`src/rtl/sdr_wpath_pkg.sv`:
```
package sdr_wpath_pkg;
  localparam int COL_W  = 8;
  localparam int DATA_W = 16;
  localparam int LANE_W = 8;
  localparam int LANES  = DATA_W / LANE_W;
  localparam int BANK_W = 1;
  localparam int CODE_W = 3;
  localparam int LG_W   = 2;

  typedef enum logic [1:0] {CMD_IDLE, CMD_WRITE, CMD_TERM, CMD_MODE} cmd_e;

  typedef struct packed {
    logic            full;
    logic [LG_W-1:0] lg;
  } blen_t;

  function automatic cmd_e decode_pins(input logic cs_n, input logic ras_n,
                                       input logic cas_n, input logic we_n);
    cmd_e c;
    c = CMD_IDLE;
    if (!cs_n) begin
      case ({ras_n, cas_n, we_n})
        3'b100:  c = CMD_WRITE;
        3'b110:  c = CMD_TERM;
        3'b000:  c = CMD_MODE;
        default: c = CMD_IDLE;
      endcase
    end
    return c;
  endfunction

  function automatic blen_t code_to_blen(input logic [CODE_W-1:0] code);
    blen_t b;
    b.full = 1'b0;
    b.lg   = '0;
    case (code)
      3'd1:    b.lg = 2'd1;
      3'd2:    b.lg = 2'd2;
      3'd3:    b.lg = 2'd3;
      3'd7:    b.full = 1'b1;
      default: b.lg = '0;
    endcase
    return b;
  endfunction

  function automatic logic [COL_W-1:0] blk_mask(input blen_t b);
    logic [COL_W-1:0] one;
    one = 1;
    return b.full ? '1 : ((one << b.lg) - one);
  endfunction

  function automatic logic [COL_W-1:0] col_for_beat(input logic [COL_W-1:0] base,
                                                    input logic [COL_W-1:0] idx,
                                                    input blen_t b);
    logic [COL_W-1:0] m;
    logic [COL_W-1:0] s;
    m = blk_mask(b);
    s = base + idx;
    return (base & ~m) | (s & m);
  endfunction
endpackage

```
`src/rtl/sdr_wpath_decode.sv`:
```
module sdr_wpath_decode
  import sdr_wpath_pkg::*;
(
  input  logic chip_sel_n,
  input  logic row_strobe_n,
  input  logic col_strobe_n,
  input  logic wr_en_n,
  output logic is_write,
  output logic is_term,
  output logic is_mode
);
  cmd_e cmd;

  always_comb begin
    cmd      = decode_pins(chip_sel_n, row_strobe_n, col_strobe_n, wr_en_n);
    is_write = (cmd == CMD_WRITE);
    is_term  = (cmd == CMD_TERM);
    is_mode  = (cmd == CMD_MODE);
  end
endmodule

```
`src/rtl/sdr_wpath_mode.sv`:
```
module sdr_wpath_mode
  import sdr_wpath_pkg::*;
#(
  parameter int CW = CODE_W
) (
  input  logic          clk,
  input  logic          rst_n,
  input  logic          load,
  input  logic [CW-1:0] code,
  output blen_t         mode
);
  always_ff @(posedge clk or negedge rst_n) begin
    if (!rst_n)    mode <= code_to_blen('0);
    else if (load) mode <= code_to_blen(code);
  end
endmodule

```
`src/rtl/sdr_wpath_burst.sv`:
```
module sdr_wpath_burst
  import sdr_wpath_pkg::*;
#(
  parameter int CW = COL_W,
  parameter int BW = BANK_W
) (
  input  logic          clk,
  input  logic          rst_n,
  input  logic          is_write,
  input  logic          is_term,
  input  blen_t         mode,
  input  logic [BW-1:0] bank_in,
  input  logic [CW-1:0] col_in,
  output logic          beat_valid,
  output logic [BW-1:0] beat_bank,
  output logic [CW-1:0] beat_col,
  output logic          burst_live
);
  logic          live_q;
  logic [CW-1:0] base_q;
  logic [CW-1:0] idx_q;
  blen_t         blen_q;
  logic [BW-1:0] bank_q;
  logic          cont_beat;
  logic          last_beat;
  logic          term_hit;

  assign cont_beat  = live_q && !is_write && !is_term;
  assign term_hit   = live_q && is_term && !is_write;
  assign last_beat  = !blen_q.full && (idx_q == blk_mask(blen_q));
  assign burst_live = live_q;

  always_comb begin
    beat_valid = is_write || cont_beat;
    beat_col   = is_write ? col_in  : col_for_beat(base_q, idx_q, blen_q);
    beat_bank  = is_write ? bank_in : bank_q;
  end

  always_ff @(posedge clk or negedge rst_n) begin
    if (!rst_n) begin
      live_q <= 1'b0;
      base_q <= '0;
      idx_q  <= '0;
      blen_q <= code_to_blen('0);
      bank_q <= '0;
    end else if (is_write) begin
      live_q <= mode.full || (mode.lg != '0);
      base_q <= col_in;
      idx_q  <= CW'(1);
      blen_q <= mode;
      bank_q <= bank_in;
    end else if (live_q) begin
      if (is_term) begin
        live_q <= 1'b0;
      end else begin
        idx_q <= idx_q + CW'(1);
        if (last_beat) live_q <= 1'b0;
      end
    end
  end


  fixed_len_bound_chk: assert property (@(posedge clk) disable iff (!rst_n)
    (live_q && !blen_q.full) |-> (idx_q <= blk_mask(blen_q)));


  term_stop_chk: assert property (@(posedge clk) disable iff (!rst_n)
    term_hit |=> !live_q);


  full_page_step_chk: assert property (@(posedge clk) disable iff (!rst_n)
    (cont_beat && blen_q.full) ##1 cont_beat |-> (beat_col == $past(beat_col) + CW'(1)));


  restart_col_chk: assert property (@(posedge clk) disable iff (!rst_n)
    (is_write && live_q) |-> (beat_valid && beat_col == col_in));
endmodule

```
`src/rtl/sdr_wpath_beat_out.sv`:
```
module sdr_wpath_beat_out
  import sdr_wpath_pkg::*;
#(
  parameter int CW = COL_W,
  parameter int BW = BANK_W,
  parameter int DW = DATA_W,
  parameter int LW = LANE_W,
  localparam int NL = DW / LW
) (
  input  logic          clk,
  input  logic          rst_n,
  input  logic          beat_valid,
  input  logic [BW-1:0] beat_bank,
  input  logic [CW-1:0] beat_col,
  input  logic [DW-1:0] wdata,
  input  logic [NL-1:0] mask,
  output logic          arr_we,
  output logic [BW-1:0] arr_bank,
  output logic [CW-1:0] arr_col,
  output logic [DW-1:0] arr_data,
  output logic [NL-1:0] arr_lane_en
);
  logic any_lane;
  assign any_lane = (mask != '1);

  always_ff @(posedge clk or negedge rst_n) begin
    if (!rst_n) begin
      arr_we   <= 1'b0;
      arr_bank <= '0;
      arr_col  <= '0;
    end else begin
      arr_we <= beat_valid && any_lane;
      if (beat_valid) begin
        arr_bank <= beat_bank;
        arr_col  <= beat_col;
      end
    end
  end

  for (genvar l = 0; l < NL; l++) begin : g_lane
    always_ff @(posedge clk or negedge rst_n) begin
      if (!rst_n) begin
        arr_lane_en[l]           <= 1'b0;
        arr_data[l*LW +: LW]     <= '0;
      end else begin
        arr_lane_en[l] <= beat_valid && !mask[l];
        if (beat_valid) arr_data[l*LW +: LW] <= wdata[l*LW +: LW];
      end
    end
  end


  strobe_lane_chk: assert property (@(posedge clk) disable iff (!rst_n)
    arr_we |-> ($countones(arr_lane_en) > 0));


  masked_beat_chk: assert property (@(posedge clk) disable iff (!rst_n)
    (beat_valid && !any_lane) |=> (!arr_we && arr_lane_en == '0));
endmodule

```
`src/rtl/sdr_wpath.sv`:
```
module sdr_wpath
  import sdr_wpath_pkg::*;
#(
  parameter int CW = COL_W,
  parameter int BW = BANK_W,
  parameter int DW = DATA_W,
  parameter int LW = LANE_W,
  localparam int NL = DW / LW
) (
  input  logic          clk,
  input  logic          rst_n,
  input  logic          chip_sel_n,
  input  logic          row_strobe_n,
  input  logic          col_strobe_n,
  input  logic          wr_en_n,
  input  logic [BW-1:0] bank_in,
  input  logic [CW-1:0] col_in,
  input  logic [DW-1:0] wdata_in,
  input  logic [NL-1:0] byte_mask_in,
  output logic          arr_we,
  output logic [BW-1:0] arr_bank,
  output logic [CW-1:0] arr_col,
  output logic [DW-1:0] arr_data,
  output logic [NL-1:0] arr_lane_en
);
  logic          is_write;
  logic          is_term;
  logic          is_mode;
  blen_t         mode;
  logic          beat_valid;
  logic [BW-1:0] beat_bank;
  logic [CW-1:0] beat_col;
  logic          burst_live;

  sdr_wpath_decode u_decode (
    .chip_sel_n   (chip_sel_n),
    .row_strobe_n (row_strobe_n),
    .col_strobe_n (col_strobe_n),
    .wr_en_n      (wr_en_n),
    .is_write     (is_write),
    .is_term      (is_term),
    .is_mode      (is_mode)
  );

  sdr_wpath_mode #(.CW(CODE_W)) u_mode (
    .clk   (clk),
    .rst_n (rst_n),
    .load  (is_mode),
    .code  (col_in[CODE_W-1:0]),
    .mode  (mode)
  );

  sdr_wpath_burst #(.CW(CW), .BW(BW)) u_burst (
    .clk        (clk),
    .rst_n      (rst_n),
    .is_write   (is_write),
    .is_term    (is_term),
    .mode       (mode),
    .bank_in    (bank_in),
    .col_in     (col_in),
    .beat_valid (beat_valid),
    .beat_bank  (beat_bank),
    .beat_col   (beat_col),
    .burst_live (burst_live)
  );

  sdr_wpath_beat_out #(.CW(CW), .BW(BW), .DW(DW), .LW(LW)) u_out (
    .clk         (clk),
    .rst_n       (rst_n),
    .beat_valid  (beat_valid),
    .beat_bank   (beat_bank),
    .beat_col    (beat_col),
    .wdata       (wdata_in),
    .mask        (byte_mask_in),
    .arr_we      (arr_we),
    .arr_bank    (arr_bank),
    .arr_col     (arr_col),
    .arr_data    (arr_data),
    .arr_lane_en (arr_lane_en)
  );


  first_beat_chk: assert property (@(posedge clk) disable iff (!rst_n)
    (is_write && byte_mask_in != '1) |=>
      (arr_we && arr_col == $past(col_in) && arr_data == $past(wdata_in)
       && arr_bank == $past(bank_in)));


  term_drop_chk: assert property (@(posedge clk) disable iff (!rst_n)
    (is_term && !is_write) |=> !arr_we);


  idle_quiet_chk: assert property (@(posedge clk) disable iff (!rst_n)
    (!burst_live && !is_write) |=> (!arr_we && arr_lane_en == '0));
endmodule

```
`config.mk`:
```
export PLATFORM = sky130hd
export DESIGN_NAME = sdr_wpath
export DESIGN_NICKNAME = d
export VERILOG_FILES = /design/src/rtl/sdr_wpath_pkg.sv /design/src/rtl/sdr_wpath_decode.sv /design/src/rtl/sdr_wpath_mode.sv /design/src/rtl/sdr_wpath_burst.sv /design/src/rtl/sdr_wpath_beat_out.sv /design/src/rtl/sdr_wpath.sv
export SDC_FILE = /design/constraint.sdc
export NUM_CORES = 1
export LEC_CHECK = 0
export BUFFER_PORTS_ARGS = -buffer_cell sky130_fd_sc_hd__buf_2
export CAP_MARGIN = 25
export CORE_MARGIN = 1.5
export CORE_UTILIZATION = 35
export DETAILED_ROUTE_END_ITERATION = 12
export HOLD_SLACK_MARGIN = 0.03
export SKIP_LAST_GASP = 1
export SLEW_MARGIN = 20
export SYNTH_ARGS = -nofsm -noshare
export SYNTH_HDL_FRONTEND = slang
export SYNTH_SLANG_ARGS = --single-unit
```
`constraint.sdc`:
```
create_clock -name clk -period 3.4 [get_ports clk]
set_input_delay 0.17 -clock clk [delete_from_list [all_inputs] [get_ports clk]]
set_output_delay 0.17 -clock clk [all_outputs]
set_load 0.03 [all_outputs]
```
* Word level (Yosys, flattened, before mapping)
Index checks and enable logic that the tools add are counted.
Storage, ports and cells: logic and storage cells 66, bits in registers 52, output and inout bits 28, bits of input ports 33
Cells by class: $add $sub $neg 3, reduce and logical (&&, ||, !) cells 17, shift operators 1, bitwise logic cells 4, eq/ne operators 12, muxes and demuxes 14
Operator list (number):
- 8-bit 2-to-1 mux | 5
- 8-bit bitwise AND | 2
- 2-bit case mux with 3 select lines | 2
- 3-bit == test (second input constant) | 3
- 8-bit by 1-bit adder with 8-bit output (second input constant) | 1
- 8-bit adder | 1
- 8-bit == test | 1
- 8-bit inverter | 1
- 8-bit bitwise OR | 1
- 1-bit by 2-bit << shifter with 8-bit output (first input constant) | 1
- 8-bit by 1-bit subtractor with 8-bit output (second input constant) | 1
- 3-bit by 2-bit == test with 1-bit output (second input constant) | 2
- 1-bit logical AND | 6
- 1-bit 2-to-1 mux | 6
- 1-bit logical NOT | 5
- 2-bit == test (second input constant) | 2
- 2-bit nonzero test | 2
- 3-bit by 1-bit == test with 1-bit output (second input constant) | 1
- 3-bit logical NOT | 1
- 2-bit by 1-bit == test with 1-bit output (second input constant) | 1
- 1-bit logical OR | 2
- 2-bit 2-to-1 mux | 1
- 2-bit by 1-bit != test with 1-bit output (second input constant) | 1
- 2-bit != test (second input constant) | 1
- 2-bit AND reduction | 1

* Depth between registers and ports, before layout
word-level depth 9, gate-level depth with buffers 9, mapped depth without buffers 8

* Cells and area by module
Synthesis repeated with hierarchy kept, for this count alone.
Unflattened totals: cells, all modules 232, area total of the unflattened synthesis 2700.1 µm²
Modules (own cells, without submodules):
- sdr_wpath_burst | seq. area each 525.5 µm², instances 1, cells each 158, area each 1441.4 µm²
- sdr_wpath_beat_out | seq. area each 700.7 µm², instances 1, cells each 59, area each 1108.6 µm²
- sdr_wpath_mode | seq. area each 75.1 µm², instances 1, cells each 12, area each 122.6 µm²
- sdr_wpath_decode | seq. area each 0.0 µm², instances 1, cells each 3, area each 27.5 µm²

* Worst setup path before layout
OpenSTA, ideal clock, no wires.
path type flip-flop to flip-flop, from register u_burst.idx_q[0], to register u_out.arr_col[2], data required time 3.317 ns, setup time 0.083 ns, setup slack 1.531 ns, arrival 1.786 ns, period minus slack after synthesis 1.869 ns, buffers on the path 0, cell stages (with the launch flop) 9, cells stage by stage dfrtp_1 -> ha_1 -> inv_1 -> fa_1 -> nor2b_1 -> or3_1 -> a21oi_1 -> a21oi_1 -> o21ai_0
On the way: longest elaborated chain between the ends 4
RTL lines:
- start, declared | RTL line sdr_wpath_burst.sv:21 | logic [CW-1:0] idx_q;
- start signal, assigned | RTL line sdr_wpath_burst.sv:56 | idx_q <= idx_q + CW'(1);
- 8-bit adder | RTL line sdr_wpath_pkg.sv:58 | s = base + idx;
- 8-bit bitwise AND | RTL line sdr_wpath_pkg.sv:59 | return (base & ~m) | (s & m);
- 8-bit bitwise OR | RTL line sdr_wpath_pkg.sv:59
- 8-bit 2-to-1 mux | RTL line sdr_wpath_burst.sv:35 | beat_col = is_write ? col_in : col_for_beat(base_q, idx_q, blen_q);
- end signal, assigned | RTL line sdr_wpath_beat_out.sv:35 | arr_col <= beat_col;
- end, declared | RTL line sdr_wpath_beat_out.sv:19 | output logic [CW-1:0] arr_col,
No other way between the ends. A chain may end at the register's enable or synchronous reset.

* Worst setup path in the final report
Same ends and word-level chain as after synthesis.

==> metrics.txt <==
RePlAce Congestion=0.889; chip width=90.3 microns; Worst-path clk slew=0.11 ns; CP Launch Point=u_burst.idx_q[0]; num ports=61; pin count of the biggest net entering global routing=28; Vias=2244; area grow syn2layout=18.2%; critical path data arrival time=2.37 ns; HPWL after DPL=4420 microns; drt drc=0; leakage=1.58 nW; initial core utilization=36.4%; Mapped Nets=337; critical path's slowest cell=dfrtp_1; Mapped Area=2670 sq um; first-pass GRT wire length=10700 microns; DR pass1 iterations=4; clk_lat worst skew=0.32 ns; r2r setup slk=1.27 ns; synth warn=0; Peak VDD IR=0.413 mV; cell taking the most area after synthesis=dfrtp_1; Req. time, crit path=3.64 ns; register area share after synthesis=48.8%; worst r2r src=u_burst.idx_q[0]; Synth Instances=293; post-synth top area share=48.8%; Area contributors post-synth=dfrtp_1, nand2_1, o21ai_0, ha_1, a21oi_1; CP Max Fanout=9; number of port buffers=60; H-Tree Depth=2; Worst path max stage delay=0.51 ns; setup repair bufs after CTS=0; Die H=90.3 microns; vias in the first global route=2288; Post-DP Area=3030 sq um; critical path class=register to register; CP endpoint kind=register; Yosys reg bits=52; Routed WL per cell=14.0 microns; Placement Rows=31; syn avg cell area=9.11 sq um; total global routing overflow=0; layout cell share with drive strength beyond 1=22.7%; final setup fails=0; Max clock buf depth=2; CTS tree=yes; Primary FF master, synth=dfrtp_1; Max Cap Violations=0; Worst setup SP type=register; Detailed Route Iter0 Violations=141; Slew headroom=38.0%; initial antenna violation count=0; CORE AREA=7330 sq um; Via density=4.96; final worst path period share=62.7%; Post-synth EDFFs=0; Reg-to-Reg End=u_out.arr_col[2]; final-stage net count=396; CTS Sinks=52; GRT Total Usage=16.3%; max-slew violation count=0; routed wire length=6350 microns; fmax=469 MHz; synth unique cells=51; hold path startpoint=wdata_in[2]; post-route cell area=3150 sq um; RSZ-0062 raised after global routing=false; final setup TNS=0 ns; final hold vios=0; Worst R2R Path Depth=8; status=finished, final reports clean; Power Density=820 nW/um^2; ANT cells=0; HP Class=input pin to register; Critical Path Most Common Cell=a21oi_1; Slew @ Worst Pin=0.922 ns; asr flop ratio synth=100%; worst path cell trace=ha_1, inv_1, fa_1, nor2b_1, or3_1, a21oi_1, a21oi_1, o21ai_0; synth cell count leaders=nand2_1, dfrtp_1, o21ai_0; most common cell in the netlist=nand2_1; Post-DRT Antenna Nets=0; min cycle time layout=2.13 ns; CTS root buf=clkbuf_8; CTS Buf Count=5; area of the die=8160 sq um; last element of the critical path=u_out.arr_col[2]; clock skew=0.00888 ns
## state kept, by name, summed over array words and instances (netlist names)
register,count
u_out.arr_bank,1
u_mode.mode,3
u_out.arr_data,16
u_burst.bank_q,1
u_burst.idx_q,8
u_out.arr_lane_en,2
u_burst.blen_q,3
u_out.arr_col,8
u_burst.base_q,8
u_out.arr_we,1
u_burst.burst_live,1
## worst min path at each step
stage | slack (ns) | end | cells after the start
after floorplan | -0.13 | u_burst.bank_q | 0
after global routing | 0.04 | u_out.arr_data[14] | 3
final | 0.05 | u_out.arr_data[2] | 3
after detailed placement | 0.22 | u_burst.base_q[7] | 1
after global placement | 0.21 | u_burst.base_q[7] | 1
after CTS | 0.04 | u_out.arr_data[13] | 3
## critical path, delay by kind of cell, from the launching register on
kind	cells	cell delay, ns
compound gates	3	0.38
fa+ha+maj	2	0.64
buf+inv	1	0.07
flops	1	0.51
simple gates	2	0.47
## repair_timing
item | in CTS | in global routing
hold buffers | 3 | 0
hold endpoints to repair | 28 | 0
gates resized for setup | 0 | 0
## placed cells by master (no fill, tap or decap), drive strengths merged, types with 4 or more instances in the layout
cell     n
a211oi   4
clkbuf   5
nor3     4
nand2   87
inv     10
nor2    15
a21oi   13
buf     61
nand4    6
o21ai   26
nor2b    4
mux2i    4
ha      10
dfrtp   52
## routing by layer
layer / GRT usage, % / vias to the layer above / routed length [microns]
met2: 26.7 / 67 / 2950
met5: 0 / - / 0
li1: - / 1122 / -
met4: 4.63 / 0 / 62
met3: 4.04 / 7 / 355
met1: 21.2 / 1048 / 2980
## layout make-up
| class | count | area, sq um |
|---|---|---|
| fillers | 762 | 4180 |
| repair buffers | 64 | 338 |
| well taps | 99 | 124 |
| inverters | 8 | 30.0 |
| flip-flops and latches | 52 | 1300 |
| multi-input cells | 221 | 1270 |
| clock inverters | 3 | 25.0 |
| clock buffers | 5 | 68.8 |
## power breakdown
group / total (mW) / internal (mW) / switching (mW)
Clock: 0.383 / 0.151 / 0.232
Combinational: 1.19 / 0.404 / 0.790
Sequential: 1.01 / 0.831 / 0.177
Total: 2.59 / 1.39 / 1.20
## metrics by stage
stage	total power, mW	hold WS, ns	util (%)	setup WS (ns)	std cells
6_report	2.59	0.0453	43.0	1.27	452
4_1_cts	2.61	0.0366	43.0	1.27	452
3_3_place_gp	2.19	0.207	41.3	1.33	441
3_5_place_dp	2.22	0.217	41.3	1.23	441
2_1_floorplan	1.88	-0.126	-	1.53	293
5_1_grt	2.78	0.0445	43.0	1.05	452
## cells by family after synthesis
| kind of cell | synth area share (%) |
|---|---|
| simple gates | 23.9 |
| compound gates | 14.9 |
| flops | 48.8 |
| buf+inv | 3.75 |
| fa+ha+maj | 5.44 |
| mux | 1.92 |
| xor+xnor | 1.31 |
No activity file was read; power rests on OpenSTA's default activity.
